==> config.mk <==
export PLATFORM = sky130hd
export DESIGN_NAME = fdma_regwin
export DESIGN_NICKNAME = d
export VERILOG_FILES = /design/src/rtl/fdma_pkg.sv /design/src/rtl/fdma_wait_seq.sv /design/src/rtl/fdma_fdc_regs.sv /design/src/rtl/fdma_dma_regs.sv /design/src/rtl/fdma_regwin.sv
export SDC_FILE = /design/constraint.sdc
export NUM_CORES = 1
export LEC_CHECK = 0
export BUFFER_PORTS_ARGS = -buffer_cell sky130_fd_sc_hd__buf_4
export CAP_MARGIN = 15
export CORE_ASPECT_RATIO = 1.5
export CORE_MARGIN = 5
export CORE_UTILIZATION = 53
export DETAILED_ROUTE_END_ITERATION = 12
export GPL_TIMING_DRIVEN = 0
export PLACE_DENSITY = 0.86
export SYNTH_ARGS = -nofsm -noshare
export SYNTH_HDL_FRONTEND = slang
export SYNTH_SLANG_ARGS = --single-unit
==> constraint.sdc <==
create_clock -name clk -period 2.4 [get_ports clk]
set_clock_uncertainty 0.05 [all_clocks]
set_input_delay 0.48 -clock clk [delete_from_list [all_inputs] [get_ports clk]]
set_output_delay 0.48 -clock clk [all_outputs]
set_load 0.01 [all_outputs]
==> src/rtl/fdma_pkg.sv <==
package fdma_pkg;

  typedef enum logic [2:0] {
    TGT_SECNT,
    TGT_CTRL,
    TGT_CMDST,
    TGT_TRACK,
    TGT_SECTOR,
    TGT_DATA
  } win_tgt_e;

  localparam int A_WIN  = 0;
  localparam int A_MODE = 1;
  localparam int A_STAT = 2;
  localparam int A_ADRH = 3;

  // m holds mode bits 4:1 as m[3:0]
  function automatic win_tgt_e pick_target(input logic [3:0] m);
    if (m[3]) return TGT_SECNT;
    if (m[2]) return TGT_CTRL;
    case (m[1:0])
      2'b00:   return TGT_CMDST;
      2'b01:   return TGT_TRACK;
      2'b10:   return TGT_SECTOR;
      default: return TGT_DATA;
    endcase
  endfunction

endpackage

==> src/rtl/fdma_wait_seq.sv <==
module fdma_wait_seq #(
  parameter int WAIT_CYC = 4
) (
  input  logic clk,
  input  logic rst,
  input  logic req,
  input  logic is_win,
  output logic win_fire,
  output logic dir_fire,
  output logic bus_wait,
  output logic bus_ack
);
  localparam int CW = (WAIT_CYC > 2) ? $clog2(WAIT_CYC) : 1;

  logic [CW-1:0] cnt;

  assign dir_fire = req && !bus_wait && !is_win;
  assign win_fire = bus_wait && (cnt == CW'(WAIT_CYC - 1));

  always_ff @(posedge clk) begin
    if (rst) begin
      bus_wait <= 1'b0;
      bus_ack  <= 1'b0;
      cnt      <= '0;
    end else begin
      bus_ack <= dir_fire || win_fire;
      if (win_fire) begin
        bus_wait <= 1'b0;
      end else if (bus_wait) begin
        cnt <= cnt + 1'b1;
      end else if (req && is_win) begin
        bus_wait <= 1'b1;
        cnt      <= '0;
      end
    end
  end

  // wait does not drop before the count is reached
  a_r2_wait_stretch: assert property (@(posedge clk) disable iff (rst)
    (bus_wait && cnt != CW'(WAIT_CYC - 1)) |=> bus_wait);
  // the end of a wait is an acknowledge
  a_r2_fall_acks: assert property (@(posedge clk) disable iff (rst)
    $fell(bus_wait) |-> bus_ack);
  // acknowledge never overlaps wait
  a_r2_ack_no_wait: assert property (@(posedge clk) disable iff (rst)
    bus_ack |-> !bus_wait);

endmodule

==> src/rtl/fdma_fdc_regs.sv <==
module fdma_fdc_regs #(
  parameter int FW = 8
) (
  input  logic          clk,
  input  logic          rst,
  input  logic          cpu_we,
  input  logic [1:0]    cpu_sel,
  input  logic [FW-1:0] cpu_d,
  input  logic          stat_rd,
  input  logic          upd_en,
  input  logic [1:0]    upd_sel,
  input  logic [FW-1:0] upd_d,
  input  logic          irq,
  output logic [FW-1:0] cmd,
  output logic [FW-1:0] track,
  output logic [FW-1:0] sector,
  output logic [FW-1:0] data,
  output logic          start,
  output logic          gpio_n
);
  logic irq_q;

  for (genvar g = 1; g <= 3; g++) begin : g_shd
    logic [FW-1:0] q;
    always_ff @(posedge clk) begin
      if (rst)                                q <= '0;
      else if (cpu_we && cpu_sel == 2'(g))    q <= cpu_d;
      else if (upd_en && upd_sel == 2'(g))    q <= upd_d;
    end
  end

  assign track  = g_shd[1].q;
  assign sector = g_shd[2].q;
  assign data   = g_shd[3].q;

  always_ff @(posedge clk) begin
    if (rst) begin
      cmd    <= '0;
      start  <= 1'b0;
      irq_q  <= 1'b0;
      gpio_n <= 1'b1;
    end else begin
      start <= cpu_we && cpu_sel == 2'b00;
      if (cpu_we && cpu_sel == 2'b00) cmd <= cpu_d;
      irq_q <= irq;
      if (irq && !irq_q)        gpio_n <= 1'b0;
      else if (stat_rd && !irq) gpio_n <= 1'b1;
    end
  end

  // start strobe lasts one cycle
  a_r6_start_single: assert property (@(posedge clk) disable iff (rst)
    start |=> !start);
  // new interrupt pulls the GPIO bit low
  a_r7_irq_low: assert property (@(posedge clk) disable iff (rst)
    $rose(irq) |=> !gpio_n);
  // no release while interrupt pending
  a_r7_no_release: assert property (@(posedge clk) disable iff (rst)
    irq |=> !$rose(gpio_n));
  // CPU write to track wins over core
  a_r10_cpu_wins: assert property (@(posedge clk) disable iff (rst)
    (cpu_we && cpu_sel == 2'b01) |=> track == $past(cpu_d));

endmodule

==> src/rtl/fdma_dma_regs.sv <==
module fdma_dma_regs #(
  parameter int DW   = 16,
  parameter int AB_N = 3
) (
  input  logic              clk,
  input  logic              rst,
  input  logic              secnt_we,
  input  logic              ctrl_we,
  input  logic [AB_N-1:0]   ab_we,
  input  logic [DW-1:0]     wdata,
  input  logic              stat_we,
  input  logic [DW-1:0]     stat_d,
  output logic [DW-1:0]     secnt,
  output logic [DW-1:0]     ctrl,
  output logic [DW-1:0]     stat,
  output logic [AB_N*8-1:0] addr_flat
);
  always_ff @(posedge clk) begin
    if (rst) begin
      secnt <= '0;
      ctrl  <= '0;
      stat  <= DW'(1);
    end else begin
      if (secnt_we) secnt <= wdata;
      if (ctrl_we)  ctrl  <= wdata;
      if (stat_we)  stat  <= stat_d;
    end
  end

  for (genvar i = 0; i < AB_N; i++) begin : g_ab
    localparam int LSB = (AB_N - 1 - i) * 8;
    always_ff @(posedge clk) begin
      if (rst)           addr_flat[LSB +: 8] <= '0;
      else if (ab_we[i]) addr_flat[LSB +: 8] <= wdata[7:0];
    end
  end

  // status leaves reset as ready
  a_r1_stat_ready: assert property (@(posedge clk) disable iff (rst)
    $past(rst) |-> stat == DW'(1));

endmodule

==> src/rtl/fdma_regwin.sv <==
module fdma_regwin
  import fdma_pkg::*;
#(
  parameter int DW       = 16,
  parameter int FW       = 8,
  parameter int ADDR_W   = 3,
  parameter int WAIT_CYC = 4,
  parameter int AB_N     = 3
) (
  input  logic              clk,
  input  logic              rst,
  input  logic              bus_req,
  input  logic              bus_we,
  input  logic [ADDR_W-1:0] bus_addr,
  input  logic [DW-1:0]     bus_wdata,
  output logic [DW-1:0]     bus_rdata,
  output logic              bus_wait,
  output logic              bus_ack,
  output logic [FW-1:0]     fdc_cmd,
  output logic [FW-1:0]     fdc_track,
  output logic [FW-1:0]     fdc_sector,
  output logic [FW-1:0]     fdc_data,
  output logic              fdc_cmd_start,
  input  logic [FW-1:0]     fdc_status,
  input  logic              fdc_irq,
  input  logic              fdc_upd_en,
  input  logic [1:0]        fdc_upd_sel,
  input  logic [FW-1:0]     fdc_upd_data,
  output logic              gpio_fdc_n,
  input  logic              dma_stat_we,
  input  logic [DW-1:0]     dma_stat_d,
  output logic [DW-1:0]     dma_secnt,
  output logic [DW-1:0]     dma_ctrl,
  output logic [AB_N*8-1:0] dma_addr
);
  localparam logic [DW-1:0] OPEN = '1;

  logic          win_fire, dir_fire, is_win;
  logic          op_we;
  logic [DW-1:0] op_wdata;
  logic [3:0]    mode_q;
  win_tgt_e      tgt;
  logic [DW-1:0] dma_stat;
  logic [AB_N-1:0] ab_we;
  logic [DW-1:0] rd_val;
  logic          fdc_wr, stat_rd, acc_rd;

  assign is_win = bus_addr == ADDR_W'(A_WIN);
  assign tgt    = pick_target(mode_q);

  fdma_wait_seq #(.WAIT_CYC(WAIT_CYC)) u_seq (
    .clk(clk), .rst(rst), .req(bus_req), .is_win(is_win),
    .win_fire(win_fire), .dir_fire(dir_fire),
    .bus_wait(bus_wait), .bus_ack(bus_ack)
  );

  always_ff @(posedge clk) begin
    if (rst) begin
      op_we    <= 1'b0;
      op_wdata <= '0;
      mode_q   <= '0;
    end else begin
      if (bus_req && !bus_wait && is_win) begin
        op_we    <= bus_we;
        op_wdata <= bus_wdata;
      end
      if (dir_fire && bus_we && bus_addr == ADDR_W'(A_MODE))
        mode_q <= bus_wdata[4:1];
    end
  end

  for (genvar i = 0; i < AB_N; i++) begin : g_abwe
    assign ab_we[i] = dir_fire && bus_we && bus_addr == ADDR_W'(A_ADRH + i);
  end

  assign fdc_wr  = win_fire && op_we && tgt != TGT_SECNT && tgt != TGT_CTRL;
  assign stat_rd = win_fire && !op_we && tgt == TGT_CMDST;

  fdma_dma_regs #(.DW(DW), .AB_N(AB_N)) u_dma (
    .clk(clk), .rst(rst),
    .secnt_we(win_fire && op_we && tgt == TGT_SECNT),
    .ctrl_we(win_fire && op_we && tgt == TGT_CTRL),
    .ab_we(ab_we), .wdata(win_fire ? op_wdata : bus_wdata),
    .stat_we(dma_stat_we), .stat_d(dma_stat_d),
    .secnt(dma_secnt), .ctrl(dma_ctrl), .stat(dma_stat),
    .addr_flat(dma_addr)
  );

  fdma_fdc_regs #(.FW(FW)) u_fdc (
    .clk(clk), .rst(rst),
    .cpu_we(fdc_wr), .cpu_sel(mode_q[1:0]), .cpu_d(op_wdata[FW-1:0]),
    .stat_rd(stat_rd),
    .upd_en(fdc_upd_en), .upd_sel(fdc_upd_sel), .upd_d(fdc_upd_data),
    .irq(fdc_irq),
    .cmd(fdc_cmd), .track(fdc_track), .sector(fdc_sector), .data(fdc_data),
    .start(fdc_cmd_start), .gpio_n(gpio_fdc_n)
  );

  always_comb begin
    rd_val = OPEN;
    if (win_fire) begin
      case (tgt)
        TGT_SECNT:  rd_val = dma_secnt;
        TGT_CTRL:   rd_val = dma_ctrl;
        TGT_CMDST:  rd_val = {{(DW-FW){1'b0}}, fdc_status};
        TGT_TRACK:  rd_val = {{(DW-FW){1'b0}}, fdc_track};
        TGT_SECTOR: rd_val = {{(DW-FW){1'b0}}, fdc_sector};
        default:    rd_val = {{(DW-FW){1'b0}}, fdc_data};
      endcase
    end else begin
      if (bus_addr == ADDR_W'(A_STAT)) rd_val = dma_stat;
      for (int i = 0; i < AB_N; i++)
        if (bus_addr == ADDR_W'(A_ADRH + i))
          rd_val = {{(DW-8){1'b0}}, dma_addr[(AB_N-1-i)*8 +: 8]};
    end
  end

  assign acc_rd = (win_fire && !op_we) || (dir_fire && !bus_we);

  always_ff @(posedge clk) begin
    if (rst)         bus_rdata <= '0;
    else if (acc_rd) bus_rdata <= rd_val;
  end

  // window write with mode bit 4 reaches sector count
  a_r3_secnt: assert property (@(posedge clk) disable iff (rst)
    (win_fire && op_we && mode_q[3]) |=> dma_secnt == $past(op_wdata));
  // mode address reads as all ones
  a_r8_mode_open: assert property (@(posedge clk) disable iff (rst)
    (dir_fire && !bus_we && bus_addr == ADDR_W'(A_MODE)) |=> bus_rdata == OPEN);
  // start strobe coincides with acknowledge
  a_r6_start_ack: assert property (@(posedge clk) disable iff (rst)
    fdc_cmd_start |-> bus_ack);

endmodule

==> summary.txt, run 1 <==
Half-perimeter wire length of the detailed placement result: 16900 microns
Number of cells traversed by the worst hold path: 2
Transition at the pin with the smallest max-transition slack: 781.3 ps
Outcome: finished, final reports clean
DRT antenna net count: 0
Number of CTS-inserted buffers: 17
Headroom to the max-slew limit: 47.63%
Number of antenna violations at the first check in global routing: 0
Highest clock rate: 0.4535 GHz
Post-route cell area: 0.008663 sq mm
CP Data Arrival Time: 2450 ps
Leak: 3.682 nW
Buffer levels on the longest clock path: 2
Synth Flop Type: sky130_fd_sc_hd__dfxtp_1
Non-filler cells, final: 1121
Wirelength, routed: 23040 microns
Total gr overflow: 0
Power per standard cell area: 691.4 mW/mm^2
Number of cells produced by synthesis: 768
Number of violations reported at the end of detailed-routing iteration 0: 595
Share of the yosys chip area belonging to registers: 44.87%
Largest net degree at the start of global routing: 17
Number of pins exceeding their max-slew limit in the final report: 0
Via count of the first global-routing pass: 6739
Detail-routed net length per standard cell: 20.55 microns
Peak supply drop: 0.5178 mV
FF-to-FF path depth: 5
Global-route wire length before repair: 35300 microns
Setup CP Type: reg2reg
Worst skew pair latency: 430 ps
Worst endpoint required time: 2640 ps
Number of nets in the final layout: 1013
Routed wire length on met2: 11610 microns
Timing startpoint of the critical path: mode_q[0]
Initial Utilization: 53.31%
Vertical die dimension: 146.7 microns
Aggregate negative setup slack: 0 ps
Setup-failing EPs final: 0
Post-synthesis area per instance: 8.599 sq um
Critical Path Source Type: register
Number of synthesized register bits: 148
Cell area after placement: 0.008038 sq mm
Syn Std Cell Area: 0.006604 sq mm
Maximum fanout count along the critical path: 10
Maxcap violations: 0
Final period demand of the worst path: 2205 ps
Post-CTS setup buffer count: 0
Count of vias placed by the detailed router: 6831
Std-Cell Rows: 50
FF-to-FF setup slack: 190 ps
Critical Path End Type: register
Yosys warnings: 0
Timing endpoint of the critical path: u_fdc.cmd[5]
Share of cells above drive strength 1: 25.91%
Number of iterations in the first detailed-routing pass: 5
Worst reg2reg startpoint: mode_q[0]
Destination of the worst register-to-register timing path: u_fdc.cmd[5]
Count of hold buffers inserted by post-cts repair: 0
Syn Nets: 829
Setup repair after global routing missed its margin: false
Commonest cells after routing, fill and taps aside: sky130_fd_sc_hd__buf_4, sky130_fd_sc_hd__dfxtp_1, sky130_fd_sc_hd__nand2_1, sky130_fd_sc_hd__nor2_1, sky130_fd_sc_hd__a21oi_1
Met1 wire length: 8185 microns
WL met3: 2097 microns
Highest metal layer used by the detailed router: met4
Clock slew seen by the registers of the worst setup and hold paths: 60 ps
DRC violation count after routing: 0
Port Buffers: 165
Die width: 101.1 microns
Clock tree root driver cell: sky130_fd_sc_hd__clkbuf_16
TritonCTS clock tree: yes
Total chip power: 5.990 mW
Final worst-path cycle share: 91.88%
Number of top-level pins: 168
Most common cell after layout, fill and taps aside: sky130_fd_sc_hd__buf_4
Number of instances resized during post-cts repair: 0
Routability congestion estimate: 0.9476
Drt via density: 6.094
Number of placed cells counting well taps: 1089
DIE AREA: 0.01484 sq mm
Global Route Usage Sum: 30.53%
Type of the tightest min-delay check: in2reg
Hold violation total from the final report: 0
Core area: 0.01239 sq mm
Count of cell types in the netlist: 55
Number of synthesized flops with an enable pin: 0
Async set-reset flop share out of synthesis: 0%
Clock sink total: 148
Layout overhead on the synthesized area: 31.19%
Total inserted antenna cells: 0
Number of H-tree branching levels: 4
-- worst min path at each step --
stage | from | endpoint | slack, ps
CTS | dma_stat_d[0] | u_dma.stat[0] | 220
finish | dma_stat_d[0] | u_dma.stat[0] | 220
detailed placement | u_fdc.cmd[7] | u_fdc.cmd[7] | 400
global placement | u_fdc.cmd[6] | u_fdc.cmd[6] | 400
global route | dma_stat_d[0] | u_dma.stat[0] | 220
floorplan | u_fdc.irq_q | u_fdc.gpio_n | 400
-- through the flow --
step / util (%) / hold WS (ps) / worst slack, ps
after detailed placement: 64.89 / 400.7 / 111.7
after global placement: 64.89 / 400.0 / 142.5
after CTS: 69.94 / 221.3 / 291.1
final: 69.94 / 218.5 / 194.8
after global routing: 69.94 / 222.9 / 90.99
after floorplan: - / 395.3 / 618.8
-- kinds of logic after synthesis --
group / Yosys count / share of synthesized area [%]
muxes: 64 / 9.833
and+or+nand+nor: 270 / 18.13
buffers and inverters: 84 / 5.779
DFF: 148 / 44.87
adders and majority gates: 1 / 0.1894
AOI/OAI and AO/OA: 201 / 21.20
-- cell type report --
cell class | instances | area [sq um]
Timing Repair Buffer | 165 | 1239
Sequential cell | 148 | 2963
Inverter | 12 | 45.04
Clock inverter | 12 | 178.9
Clock buffer | 20 | 446.7
Buffer | 72 | 336.6
Fill cell | 977 | 3724
Multi-Input combinational cell | 536 | 3259
Tap cell | 156 | 195.2
-- layer usage --
layer | vias to the layer above | global-route usage (%)
met4 | 0 | 16.77
met2 | 437 | 52.26
met1 | 3210 | 34.71
met5 | - | 0
li1 | 3086 | -
met3 | 98 | 6.366
-- flip-flops by register name, indices dropped and copies added, names as in the netlist --
name / cells
u_fdc.cmd: 8
u_fdc.irq_q: 1
op_wdata: 16
u_fdc.track: 8
u_dma.addr_flat: 24
u_fdc.start: 1
u_seq.cnt: 2
op_we: 1
u_dma.ctrl: 16
u_fdc.sector: 8
u_dma.stat: 16
u_seq.bus_ack: 1
u_fdc.data: 8
u_seq.bus_wait: 1
bus_rdata: 16
u_dma.secnt: 16
u_fdc.gpio_n: 1
mode_q: 4
-- critical path, cell delays in order, from the launching register on --
cell and delay (ps):
sky130_fd_sc_hd__dfxtp_1 350, sky130_fd_sc_hd__clkbuf_1 260, sky130_fd_sc_hd__nor3_2 720, sky130_fd_sc_hd__nand2_1 440
sky130_fd_sc_hd__nand2_1 160, sky130_fd_sc_hd__a21oi_1 80
-- where the power goes --
group	leakage, nW	total (mW)	switching, mW	internal [mW]
Clock	0.297	2.85	1.08	1.77
Combinational	2.18	0.553	0.303	0.250
Sequential	1.20	2.59	0.0589	2.53
-- synthesized netlist by cell type (6+ instances only) --
cell type | instances | area share (%)
sky130_fd_sc_hd__inv_1 | 11 | 0.63
sky130_fd_sc_hd__nand2_1 | 118 | 6.7
sky130_fd_sc_hd__nor2b_1 | 6 | 0.57
sky130_fd_sc_hd__mux2i_1 | 57 | 8.6
sky130_fd_sc_hd__buf_2 | 25 | 1.9
sky130_fd_sc_hd__mux2_2 | 7 | 1.2
sky130_fd_sc_hd__a21oi_1 | 64 | 4.9
sky130_fd_sc_hd__a22o_1 | 7 | 0.93
sky130_fd_sc_hd__a22oi_1 | 9 | 1.0
sky130_fd_sc_hd__nor2_1 | 90 | 5.1
sky130_fd_sc_hd__buf_1 | 8 | 0.45
sky130_fd_sc_hd__a211oi_1 | 50 | 5.7
sky130_fd_sc_hd__o21ai_0 | 20 | 1.5
sky130_fd_sc_hd__nand3_1 | 15 | 1.1
sky130_fd_sc_hd__o221ai_1 | 15 | 2.0
sky130_fd_sc_hd__a211oi_2 | 8 | 1.5
sky130_fd_sc_hd__and3_1 | 6 | 0.57
sky130_fd_sc_hd__dfxtp_1 | 148 | 45
sky130_fd_sc_hd__clkbuf_1 | 31 | 1.8
(Power assumes the default switching activity.)
==> run 2, diff against run 1 <==
--- a/config.mk
+++ b/config.mk
@@ -7,7 +7,7 @@
 export LEC_CHECK = 0
 export BUFFER_PORTS_ARGS = -buffer_cell sky130_fd_sc_hd__buf_4
 export CAP_MARGIN = 15
-export CORE_ASPECT_RATIO = 1.5
+export CORE_ASPECT_RATIO = 0.9
 export CORE_MARGIN = 5
 export CORE_UTILIZATION = 53
 export DETAILED_ROUTE_END_ITERATION = 12
==> run 2 against run 1 <==
Effect of this change: via count down 0.81%; fmax grew 7.0%; core utilization up 2.0 points; largest cell class unchanged; highest routed layer unchanged.
==> summary.txt, run 2 (synthesis gave the netlist of run 1 again) <==
DRC violation count after routing: 0 (unchanged)
Buffer levels on the longest clock path: 2 (unchanged)
Transition at the pin with the smallest max-transition slack: 695.0 ps (-86.25 ps)
Type of the tightest min-delay check: in2reg
Highest metal layer used by the detailed router: met4
Commonest cells after routing, fill and taps aside: sky130_fd_sc_hd__buf_4, sky130_fd_sc_hd__dfxtp_1, sky130_fd_sc_hd__nand2_1, sky130_fd_sc_hd__nor2_1, sky130_fd_sc_hd__a21oi_1
Highest clock rate: 0.4853 GHz (+7.0%)
Number of flip-flops under the largest register name: 24 (unchanged)
Setup CP Type: reg2reg
Core area: 0.01212 sq mm (-2.1%)
Clock tree root driver cell: sky130_fd_sc_hd__clkbuf_16
Count of vias placed by the detailed router: 6776 (-0.81%)
Proportion of power drawn by the clock network: 49.2% (+1.6 points)
Aggregate negative setup slack: 0 ps (unchanged)
Critical Path Source Type: register
Final core area utilization: 71.95% (+2.0 points)
Port Buffers: 165 (unchanged)
Post-layout worst setup margin: 339.5 ps (+144.7 ps)
Worst endpoint required time: 2690 ps (+50 ps)
Routed wire length on met2: 10450 microns (-9.9%)
Layout overhead on the synthesized area: 32.10%
Half-perimeter wire length of the detailed placement result: 16440 microns (-2.7%)
Number of instances resized during post-cts repair: 0 (unchanged)
Peak supply drop: 0.6548 mV (+26%)
WL met3: 2688 microns (+28%)
Setup-failing EPs final: 0 (unchanged)
Number of antenna violations at the first check in global routing: 0 (unchanged)
Post-CTS setup buffer count: 0 (unchanged)
Number of nets in the final layout: 1013 (unchanged)
Leak: 3.711 nW (+0.80%)
Clock slew seen by the registers of the worst setup and hold paths: 60 ps (about the same)
Worst hold slack: 219.8 ps (+1.310 ps)
Vertical die dimension: 115.9 microns (-21%)
Number of violations reported at the end of detailed-routing iteration 0: 1011 (+70%)
Std-Cell Rows: 38 (-24%)
Global Route Usage Sum: 30.53% (about the same)
Number of top-level pins: 168 (unchanged)
Met1 wire length: 9021 microns (+10%)
Initial Utilization: 54.47% (+1.2 points)
Pint: 4.794 mW (+5.4%)
Total gr overflow: 0 (unchanged)
Headroom to the max-slew limit: 53.67% (+6.0 points)
Number of pins exceeding their max-slew limit in the final report: 0 (unchanged)
Fraction of power consumed by sequential logic: 41.8% (-1.4 points)
Number of iterations in the first detailed-routing pass: 6 (+1)
Hold violation total from the final report: 0 (unchanged)
CP Data Arrival Time: 2350 ps (-100 ps)
Cell area after placement: 0.008043 sq mm (about the same)
Total chip power: 6.182 mW (+3.2%)
Number of H-tree branching levels: 4 (unchanged)
Final period demand of the worst path: 2060 ps (-144.7 ps)
Wirelength, routed: 22890 microns (-0.66%)
Post-place setup slack: 133.7 ps (+22.05 ps)
Setup repair after global routing missed its margin: false
Post-route cell area: 0.008723 sq mm (+0.69%)
Die width: 127.7 microns (+26%)
Via count of the first global-routing pass: 6600 (-2.1%)
Critical Path End Type: register
Number of CTS-inserted buffers: 17 (unchanged)
Net switching fraction of the power: 22.46% (-1.6 points)
Worst skew pair latency: 420 ps (about the same)
Detail-routed net length per standard cell: 20.34 microns (-1.0%)
Largest net degree at the start of global routing: 17 (unchanged)
Final worst-path cycle share: 85.85% (-6.0 points)
Number of placed cells counting well taps: 1093 (+0.37%)
Most common cell after layout, fill and taps aside: sky130_fd_sc_hd__buf_4
Register with the most flip-flops: u_dma.addr_flat
Clock sink total: 148 (unchanged)
Global-route wire length before repair: 35130 microns (-0.49%)
Non-filler cells, final: 1125 (+0.36%)
Routability congestion estimate: 0.9345 (-1.4%)
Share of cells above drive strength 1: 25.91% (unchanged)
Maxcap violations: 0 (unchanged)
Sw power: 1.389 mW (-3.7%)
Power per standard cell area: 708.7 mW/mm^2 (+2.5%)
Maximum fanout count along the critical path: 10 (unchanged)
DIE AREA: 0.01480 sq mm (-0.29%)
TritonCTS clock tree: yes
Drt via density: 6.023 (-1.2%)
Total inserted antenna cells: 0 (unchanged)
DRT antenna net count: 0 (unchanged)
Count of hold buffers inserted by post-cts repair: 0 (unchanged)
Combinational fraction of design power: 9.1% (about the same)
Outcome: finished, final reports clean
[run 2: per-layer routing]
| layer | global-route usage, % | vias up |
|---|---|---|
| li1 | - | 3104 |
| met1 | 39.60 | 3148 |
| met2 | 47.74 | 448 |
| met3 | 10.32 | 76 |
| met4 | 11.10 | 0 |
| met5 | 0 | - |
[run 2: critical path, cell delays in order, from the launching register on]
cell,delay [ps]
sky130_fd_sc_hd__dfxtp_1,360
sky130_fd_sc_hd__ha_1,290
sky130_fd_sc_hd__nand2_1,130
sky130_fd_sc_hd__nor3_2,370
sky130_fd_sc_hd__clkbuf_1,490
sky130_fd_sc_hd__nand2_1,140
sky130_fd_sc_hd__a21oi_1,160
[run 2: cell type report]
type / instances / area (sq um)
Tap cell: 160 / 200.2
Multi-Input combinational cell: 536 / 3259
Timing Repair Buffer: 165 / 1239
Sequential cell: 148 / 2963
Buffer: 72 / 336.6
Clock inverter: 7 / 165.2
Clock buffer: 25 / 515.5
Fill cell: 940 / 3401
Inverter: 12 / 45.04
[run 2: power groups by stage]
stage	Clock, mW	Combinational, mW	Sequential [mW]
after floorplan	0	0.272	2.64
after global routing	3.16	0.602	2.59
after global placement	0	0.531	2.63
final	3.04	0.560	2.58
after CTS	3.03	0.548	2.58
after detailed placement	0	0.541	2.63
[run 2: path summary, 6_finish.rpt]
kind / endpoint / startpoint / slack [ps] / depth (start not counted)
worst max register to register: u_dma.secnt[13] / u_seq.cnt[0] / 340 / 6
worst max-delay path: u_dma.secnt[13] / u_seq.cnt[0] / 340 / 6
worst min register to register: u_fdc.cmd[6] / u_fdc.cmd[6] / 410 / 2
worst min-delay path: u_dma.stat[0] / dma_stat_d[0] / 220 / 2
==> run 3, diff against run 2 <==
--- a/config.mk
+++ b/config.mk
@@ -12,7 +12,7 @@
 export CORE_UTILIZATION = 53
 export DETAILED_ROUTE_END_ITERATION = 12
 export GPL_TIMING_DRIVEN = 0
-export PLACE_DENSITY = 0.86
+export PLACE_DENSITY = 0.8
 export SYNTH_ARGS = -nofsm -noshare
 export SYNTH_HDL_FRONTEND = slang
 export SYNTH_SLANG_ARGS = --single-unit
==> run 3 against run 2 <==
Effect of this change: power shrank 4.2%; combinational power is 0.7% lower; sequential power about the same; first-iteration DRC count shrank 24%; global-route usage down 0.58 points; sequential cell count stayed put; cell count unchanged; die area unchanged; count of clock-buffer cells in the layout shrank 2; setup slack better by 39 ps; clock power is 8.6% lower; via count down 1.0%; critical path type unchanged; largest power group unchanged.
==> summary.txt, run 3 (synthesis gave the netlist of run 1 again) <==
Port Buffers: 165 (unchanged)
Vertical die dimension: 115.9 microns (unchanged)
Half-perimeter wire length of the detailed placement result: 16400 microns (-0.21%)
Critical Path Source Type: register
Post-CTS setup buffer count: 0 (unchanged)
Routability congestion estimate: 0.9278 (-0.72%)
Register with the most flip-flops: u_dma.addr_flat
Transition at the pin with the smallest max-transition slack: 737.9 ps (+42.93 ps)
Final period demand of the worst path: 2022 ps (-38.70 ps)
Net switching fraction of the power: 23.75% (+1.3 points)
Number of violations reported at the end of detailed-routing iteration 0: 769 (-24%)
Setup repair after global routing missed its margin: false
Total inserted antenna cells: 0 (unchanged)
TritonCTS clock tree: yes
Detail-routed net length per standard cell: 19.85 microns (-2.4%)
Pint: 4.516 mW (-5.8%)
Maxcap violations: 0 (unchanged)
Global-route wire length before repair: 34410 microns (-2.0%)
Worst endpoint required time: 2680 ps (about the same)
Setup CP Type: reg2reg
Number of top-level pins: 168 (unchanged)
Aggregate negative setup slack: 0 ps (unchanged)
DIE AREA: 0.01480 sq mm (unchanged)
Number of antenna violations at the first check in global routing: 0 (unchanged)
Die width: 127.7 microns (unchanged)
Worst skew pair latency: 430 ps (about the same)
Initial Utilization: 54.47% (unchanged)
Most common cell after layout, fill and taps aside: sky130_fd_sc_hd__buf_4
Clock slew seen by the registers of the worst setup and hold paths: 60 ps (about the same)
Clock tree root driver cell: sky130_fd_sc_hd__clkbuf_16
Setup-failing EPs final: 0 (unchanged)
Number of flip-flops under the largest register name: 24 (unchanged)
Critical Path End Type: register
Post-layout worst setup margin: 378.3 ps (+38.70 ps)
Peak supply drop: 0.4708 mV (-28%)
Via count of the first global-routing pass: 6346 (-3.8%)
Largest net degree at the start of global routing: 17 (unchanged)
Number of pins exceeding their max-slew limit in the final report: 0 (unchanged)
Commonest cells after routing, fill and taps aside: sky130_fd_sc_hd__buf_4, sky130_fd_sc_hd__dfxtp_1, sky130_fd_sc_hd__nand2_1, sky130_fd_sc_hd__nor2_1, sky130_fd_sc_hd__a21oi_1
Combinational fraction of design power: 9.4% (+0.3 points)
Number of iterations in the first detailed-routing pass: 5 (-1)
Maximum fanout count along the critical path: 10 (unchanged)
DRC violation count after routing: 0 (unchanged)
Buffer levels on the longest clock path: 2 (unchanged)
Power per standard cell area: 684.1 mW/mm^2 (-3.5%)
Number of placed cells counting well taps: 1093 (unchanged)
Hold violation total from the final report: 0 (unchanged)
Type of the tightest min-delay check: in2reg
CP Data Arrival Time: 2310 ps (-40 ps)
Headroom to the max-slew limit: 50.80% (-2.9 points)
Total gr overflow: 0 (unchanged)
Number of nets in the final layout: 1013 (unchanged)
Layout overhead on the synthesized area: 31.07%
Wirelength, routed: 22330 microns (-2.4%)
DRT antenna net count: 0 (unchanged)
Sw power: 1.406 mW (+1.2%)
Proportion of power drawn by the clock network: 47.0% (-2.2 points)
Post-place setup slack: 163.0 ps (+29.31 ps)
Clock sink total: 148 (unchanged)
Number of CTS-inserted buffers: 17 (unchanged)
Core area: 0.01212 sq mm (unchanged)
Fraction of power consumed by sequential logic: 43.6% (+1.8 points)
Final worst-path cycle share: 84.24% (-1.6 points)
Number of instances resized during post-cts repair: 0 (unchanged)
Global Route Usage Sum: 29.95% (-0.58 points)
Drt via density: 5.962 (-1.0%)
Count of vias placed by the detailed router: 6707 (-1.0%)
Count of hold buffers inserted by post-cts repair: 0 (unchanged)
Leak: 3.684 nW (-0.73%)
Highest clock rate: 0.4946 GHz (+1.9%)
Outcome: finished, final reports clean
Non-filler cells, final: 1125 (unchanged)
Std-Cell Rows: 38 (unchanged)
Share of cells above drive strength 1: 25.91% (unchanged)
Number of H-tree branching levels: 4 (unchanged)
==> run 3: changes by cell type in the layout (fill, tap and decap cells not counted), sizes merged <==
cell,before,now
bufinv,5,3
clkbuf,57,55
clkinv,1,5
==> run 3: power groups by stage <==
stage,Combinational [mW],Sequential [mW],Clock (mW)
3_5_place_dp,0.541,2.63,0
4_1_cts,0.547,2.58,2.76
6_report,0.556,2.58,2.78
2_1_floorplan,0.272,2.64,0
3_3_place_gp,0.533,2.63,0
5_1_grt,0.596,2.59,2.89
==> run 3: final cells by class <==
cell class	instances	area (sq um)
Buffer	72	336.6
Multi-Input combinational cell	536	3259
Sequential cell	148	2963
Clock buffer	23	488.0
Inverter	12	45.04
Fill cell	1010	3468
Clock inverter	9	125.1
Tap cell	160	200.2
Timing Repair Buffer	165	1239
==> run 3: critical path: stages (launching register included) <==
cell	delay (ps)
sky130_fd_sc_hd__dfxtp_1	350
sky130_fd_sc_hd__ha_1	260
sky130_fd_sc_hd__nand3b_1	260
sky130_fd_sc_hd__o41ai_2	120
sky130_fd_sc_hd__clkbuf_1	470
sky130_fd_sc_hd__nor2_1	130
sky130_fd_sc_hd__a211oi_1	280
==> run 3: metrics by stage <==
stage	hold slack, ps	area (sq um)	total power, mW	utilization [%]
floorplan	395.3	6604	2.911	-
global placement	399.5	8043	3.165	66.34
detailed placement	401.4	8043	3.174	66.34
CTS	203.6	8656	5.887	71.39
global route	213.6	8656	6.074	71.39
finish	198.1	8656	5.922	71.39
==> run 3: worst paths after layout <==
path	startpoint	to	slack (ps)	cells after the start
worst max-delay path	u_seq.cnt[0]	bus_rdata[12]	380	6
worst min-delay path	dma_stat_d[0]	u_dma.stat[0]	200	2
worst max register to register	u_seq.cnt[0]	bus_rdata[12]	380	6
worst min register to register	u_fdc.cmd[5]	u_fdc.cmd[5]	410	2
==> run 3: metal layers <==
layer,share of wire (%),GRT usage (%),vias up
met5,0,0,-
met4,2.1,10.40,0
met3,11,7.696,42
met2,45,46.69,375
met1,42,40.68,3174
li1,-,-,3116
